[config.mk]
export PLATFORM = sky130hd
export DESIGN_NAME = cfg_mech_bridge
export DESIGN_NICKNAME = d
export VERILOG_FILES = /design/src/rtl/cfg_mech_bridge_pkg.sv /design/src/rtl/cfg_mech_bridge_ctrl.sv /design/src/rtl/cfg_mech_bridge_dp.sv /design/src/rtl/cfg_mech_bridge.sv
export SDC_FILE = /design/constraint.sdc
export NUM_CORES = 1
export LEC_CHECK = 0
export ABC_AREA = 1
export BUFFER_PORTS_ARGS = -buffer_cell sky130_fd_sc_hd__buf_2
export CAP_MARGIN = 0
export CORE_AREA = 3 3 104 106
export DETAILED_ROUTE_END_ITERATION = 8
export DIE_AREA = 0 0 107 109
export HOLD_SLACK_MARGIN = 0.06
export PLACE_DENSITY = 0.78
export SYNTH_ARGS = -nofsm -noshare
export SYNTH_HDL_FRONTEND = slang
export SYNTH_SLANG_ARGS = --single-unit
export TNS_END_PERCENT = 50
[constraint.sdc]
create_clock -name clk -period 4.6 [get_ports clk]
set_input_delay 0.46 -clock clk [delete_from_list [all_inputs] [get_ports clk]]
set_output_delay 0.46 -clock clk [all_outputs]
set_load 0.02 [all_outputs]
[src/rtl/cfg_mech_bridge_pkg.sv]
package cfg_mech_bridge_pkg;
  localparam int DataW = 32;
  localparam int BeW = DataW / 8;
  localparam int PortW = 16;
  localparam logic [PortW-1:0] AddrPort = 16'h0CF8;
  localparam logic [PortW-1:0] DataPort = 16'h0CFC;

  typedef enum logic [1:0] {
    StIdle = 2'd0,
    StCfg  = 2'd1,
    StIo   = 2'd2,
    StResp = 2'd3
  } state_e;

  typedef struct packed {
    logic loadAddr;
    logic capAddr;
    logic capCfg;
    logic capIo;
    logic capOnes;
  } strobe_t;
endpackage

[src/rtl/cfg_mech_bridge_ctrl.sv]
module cfg_mech_bridge_ctrl
  import cfg_mech_bridge_pkg::*;
#(
  parameter int TimeoutCycles = 64
) (
  input  logic             clk,
  input  logic             rstN,
  input  logic             cpuReq,
  input  logic             cpuWrite,
  input  logic [PortW-1:0] cpuAddr,
  input  logic [BeW-1:0]   cpuBe,
  input  logic             cfgEnable,
  input  logic             cfgDone,
  input  logic             cfgAbort,
  input  logic             ioReady,
  output strobe_t          strb,
  output logic             cfgReqO,
  output logic             ioReqO,
  output logic             cpuReadyO
);
  localparam int CntW = (TimeoutCycles > 1) ? $clog2(TimeoutCycles) : 1;
  localparam logic [CntW-1:0] CntLast = CntW'(TimeoutCycles - 1);

  state_e state, stateNext;
  logic [CntW-1:0] waitCnt;
  logic hitAddrFull, hitData;

  assign hitAddrFull = (cpuAddr == AddrPort) && (cpuBe == {BeW{1'b1}});
  assign hitData     = (cpuAddr == DataPort);

  always_comb begin
    strb = '0;
    stateNext = state;
    unique case (state)
      StIdle: begin
        if (cpuReq) begin
          if (hitAddrFull) begin
            strb.loadAddr = cpuWrite;
            strb.capAddr  = 1'b1;
            stateNext = StResp;
          end else if (hitData && cfgEnable) begin
            stateNext = StCfg;
          end else begin
            stateNext = StIo;
          end
        end
      end
      StCfg: begin
        if (cfgDone) begin
          strb.capCfg  = !cfgAbort;
          strb.capOnes = cfgAbort;
          stateNext = StResp;
        end else if (waitCnt == CntLast) begin
          strb.capOnes = 1'b1;
          stateNext = StResp;
        end
      end
      StIo: begin
        if (ioReady) begin
          strb.capIo = 1'b1;
          stateNext = StResp;
        end
      end
      StResp: stateNext = StIdle;
      default: stateNext = StIdle;
    endcase
  end

  always_ff @(posedge clk) begin
    if (!rstN) begin
      state   <= StIdle;
      waitCnt <= '0;
    end else begin
      state <= stateNext;
      if (state == StCfg) waitCnt <= waitCnt + 1'b1;
      else                waitCnt <= '0;
    end
  end

  assign cfgReqO   = (state == StCfg);
  assign ioReqO    = (state == StIo);
  assign cpuReadyO = (state == StResp);
endmodule

[src/rtl/cfg_mech_bridge_dp.sv]
module cfg_mech_bridge_dp
  import cfg_mech_bridge_pkg::*;
(
  input  logic             clk,
  input  logic             rstN,
  input  strobe_t          strb,
  input  logic [DataW-1:0] cpuWdata,
  input  logic [DataW-1:0] cfgRdata,
  input  logic [DataW-1:0] ioRdata,
  output logic [DataW-1:0] addrWord,
  output logic [DataW-1:0] rdataO
);
  localparam logic [DataW-1:0] KeepMask = 32'h80FF_FFFF;

  logic [DataW-1:0] addrReg;

  assign addrWord = addrReg & KeepMask;

  always_ff @(posedge clk) begin
    if (!rstN) begin
      addrReg <= '0;
      rdataO  <= '0;
    end else begin
      if (strb.loadAddr) addrReg <= cpuWdata;
      if (strb.capAddr)       rdataO <= strb.loadAddr ? (cpuWdata & KeepMask) : addrWord;
      else if (strb.capCfg)   rdataO <= cfgRdata;
      else if (strb.capIo)    rdataO <= ioRdata;
      else if (strb.capOnes)  rdataO <= '1;
    end
  end
endmodule

[src/rtl/cfg_mech_bridge.sv]
module cfg_mech_bridge
  import cfg_mech_bridge_pkg::*;
#(
  parameter int TimeoutCycles = 64
) (
  input  logic        clk,
  input  logic        rstN,
  input  logic        cpuReq,
  input  logic        cpuWrite,
  input  logic [15:0] cpuAddr,
  input  logic [3:0]  cpuBe,
  input  logic [31:0] cpuWdata,
  output logic        cpuReady,
  output logic [31:0] cpuRdata,
  output logic        cfgReq,
  output logic        cfgWrite,
  output logic [7:0]  cfgBus,
  output logic [4:0]  cfgDev,
  output logic [2:0]  cfgFunc,
  output logic [5:0]  cfgReg,
  output logic [1:0]  cfgType,
  output logic [3:0]  cfgBe,
  output logic [31:0] cfgWdata,
  input  logic        cfgDone,
  input  logic        cfgAbort,
  input  logic [31:0] cfgRdata,
  output logic        ioReq,
  output logic        ioWrite,
  output logic [15:0] ioAddr,
  output logic [3:0]  ioBe,
  output logic [31:0] ioWdata,
  input  logic        ioReady,
  input  logic [31:0] ioRdata
);
  strobe_t strb;
  logic [DataW-1:0] addrWord;

  cfg_mech_bridge_ctrl #(.TimeoutCycles(TimeoutCycles)) ctrl_i (
    .clk(clk), .rstN(rstN), .cpuReq(cpuReq), .cpuWrite(cpuWrite),
    .cpuAddr(cpuAddr), .cpuBe(cpuBe), .cfgEnable(addrWord[31]),
    .cfgDone(cfgDone), .cfgAbort(cfgAbort), .ioReady(ioReady),
    .strb(strb), .cfgReqO(cfgReq), .ioReqO(ioReq), .cpuReadyO(cpuReady)
  );

  cfg_mech_bridge_dp dp_i (
    .clk(clk), .rstN(rstN), .strb(strb), .cpuWdata(cpuWdata),
    .cfgRdata(cfgRdata), .ioRdata(ioRdata),
    .addrWord(addrWord), .rdataO(cpuRdata)
  );

  assign cfgWrite = cpuWrite;
  assign cfgBus   = addrWord[23:16];
  assign cfgDev   = addrWord[15:11];
  assign cfgFunc  = addrWord[10:8];
  assign cfgReg   = addrWord[7:2];
  assign cfgType  = addrWord[1:0];
  assign cfgBe    = cpuBe;
  assign cfgWdata = cpuWdata;

  assign ioWrite = cpuWrite;
  assign ioAddr  = cpuAddr;
  assign ioBe    = cpuBe;
  assign ioWdata = cpuWdata;
endmodule

==> out/metrics.cfg <==
[synthesis]
synth_area_leader_cell=dfxtp_1
synth_cell_type_count=28
synth.area.top_cells=dfxtp_1 32%, buf_4 17%, nand3_1 11%, nand2_1 7.8%, o21ai_0 4.7%
synthCells=580
ys_seq_area_share_pct=32.0
syn_avg_cell_area_um2=7.01
synthMuxAreaShare_pct=0
synth_top_family_by_area=simple AND/OR/NAND/NOR gates
yosysWarnings=0
synth_simple_gate_area_share_pct=30.0
synth_top_area_share_pct=32.0
synth_area_um2=4070
mappedNetlistNets=709
synth-compound-area-share_pct=12.4
synth_fa_ha_area_share_pct=1.85
synth_seq_cells=65
synth-xor-area-share_pct=0.215

[global_route]
grt_pass1_vias=3843
antenna_found_initial=0
grt_overflow_total=0
grt_start_max_net_pins=38
grt_usage_pct=20.7
grt_first_pass_wirelength_um=19200

[floorplanning]
ios=272
row_count=36
start_util_pct=41.2
core-area_um2=9860
dieArea_um2=11700
die_w_um=107
dieHeight_um=109

[layout]
drive_gt1_share_pct=38.5
syn2layout_area_growth_pct=18.9
fin_cells=856
diodes=0
nets=847

[placed_design]
place_congestion=0.823
portBuffers=250
dpl.hpwl_um=9770
place_ws_ns=1.72
dp_cells=840

[clock_network]
cts_root_buf=clkbuf_8
hold_buffers=0
htree_num_levels=3
cts_tree=yes
numClockSinks=65
post_cts_resize_count=0
clockBufferDepth=2
post_cts_buffers=0
clkSlewWorstSetupHoldPaths_ns=0.07
cts_made_buffers=9
clk_latency_ns=0.33

[timing]
worstMarginPinSlew_ns=1.04
setup_slack_ns=1.71
final-max-slew-violation-count=0
rsz0062_at_grt=no
relSlewSlack_pct=30.3
fin_crit_sh_pct=62.9
finalCriticalPeriod_ns=2.89
skew_ns=0.0110
finalHoldViolCount=0
tns_ns=0
fmax_ghz=0.346
finalSetupViolCount=0

[power_and_ir_drop]
p_leak_nw=2.47
power.density_nw_per_um2=430
vdd_ir_drop_max_v=0.000363

[worst_setup_path]
timing.rr.start=ctrl_i.state[0]$_SDFFE_PN0P_
crit_chain=inv_1, ha_1, nand2_1, inv_2, nand4_2, inv_2, nand3_1, nand2_1, nor2_1
start_kind=register
worst-setup-path-type=reg -> reg
critPathCaptureType=register
critPathTopFamily=buffers and inverters
critPathBufInv=3
crit_arrival_ns=3.12
cp_max_fo=28
worst_path_max_delay_cell=nand4_2
max_stage_delay_ns=0.71
required_ns=4.82
startpoint=ctrl_i.state[0]$_SDFFE_PN0P_

[drt]
wire_per_inst_um=15.0
firstDrtPassIters=5
drt_iter0_markers=235
viasPerCell=5.00
ant_nets=0
num_vias=4284
drc=0
finalWirelength_um=12800

[worst_hold_path]
hp-start=ctrl_i.waitCnt[0]$_SDFF_PN0_
worstHoldPathType=reg -> reg

[job]
cap_viol_max_count=0

[status]
outcome=finished, final reports clean

-- path summary, 6_finish.rpt --
kind                                  endpoint  slack (ns)  depth (start not counted)
setup / recovery   dp_i.rdataO[7]$_SDFFE_PN0P_        1.71                          9
hold reg to reg   ctrl_i.waitCnt[0]$_SDFF_PN0_        0.45                          1
hold / removal    ctrl_i.waitCnt[0]$_SDFF_PN0_        0.45                          1
setup reg to reg   dp_i.rdataO[7]$_SDFFE_PN0P_        1.71                          9
-- flip-flops by register name, indices dropped and copies added, names as in the netlist --
| register | flops |
|---|---|
| dp_i.addrReg | 25 |
| dp_i.rdataO | 32 |
| ctrl_i.state | 2 |
| ctrl_i.waitCnt | 6 |
-- metal layers --
layer  global-route usage (%)  wire length, µm  part of all wire, %
met1                     28.2             5520                   43
met2                     34.0             6080                   47
met3                     4.20             1130                  8.8
met4                     4.66              105                 0.82
met5                        0                0                    0
-- power by group --
group	total, mW	internal [mW]	switching [mW]
sequential	0.739	0.676	0.0625
clock	0.483	0.264	0.220
combinational	0.858	0.277	0.582
total	2.08	1.22	0.864
-- Yosys cell counts --
cell type	number
nor3_1	1
nand3_1	87
nand4_1	27
buf_1	1
nand2_1	85
buf_6	5
ha_1	6
nor2_8	1
o21ai_1	30
buf_2	3
clkbuf_1	22
a211oi_1	1
o22ai_1	1
nor2_2	1
nand2_2	1
nand3_4	2
nand4_2	1
a21oi_1	30
buf_4	94
inv_2	2
inv_1	23
dfxtp_1	65
o21ai_0	38
nand3_2	1
xnor2_1	1
nand2_4	1
nor2_1	49
nand3b_1	1
-- layout make-up --
cell class | instances | area (µm²)
repair buffers | 252 | 1270
clock inverters | 5 | 55.1
flip-flops and latches | 65 | 1300
clock buffers | 11 | 141
well taps | 133 | 166
multi-input cells | 365 | 1810
inverters | 25 | 93.8
fillers | 1088 | 5030
-- through the flow --
stage | total power, mW | hold slack, ns | util [%] | instance area (µm²)
floorplan | 1.39 | 0.418 | - | 4070
global placement | 1.61 | 0.432 | 47.0 | 4640
detailed placement | 1.61 | 0.437 | 47.0 | 4640
CTS | 2.10 | 0.437 | 49.0 | 4840
global route | 2.22 | 0.441 | 49.0 | 4840
finish | 2.08 | 0.450 | 49.0 | 4840
-- logic make-up after synthesis --
kind of cell	Yosys count
simple gates	258
xor+xnor	1
compound gates	100
flops	65
buf+inv	150
fa+ha+maj	6
-- cells in the final DEF (no fill, tap or decap), types with 10 or more instances in the layout --
cell and instances:
buf_2 250, nand3_1 87, nand2_1 85, dfxtp_1 65, nor2_1 48, o21ai_0 38, a21oi_1 30, o21ai_1 30
nand4_1 27, inv_1 23, clkbuf_8 10
No activity file was read; power rests on OpenSTA's default activity.
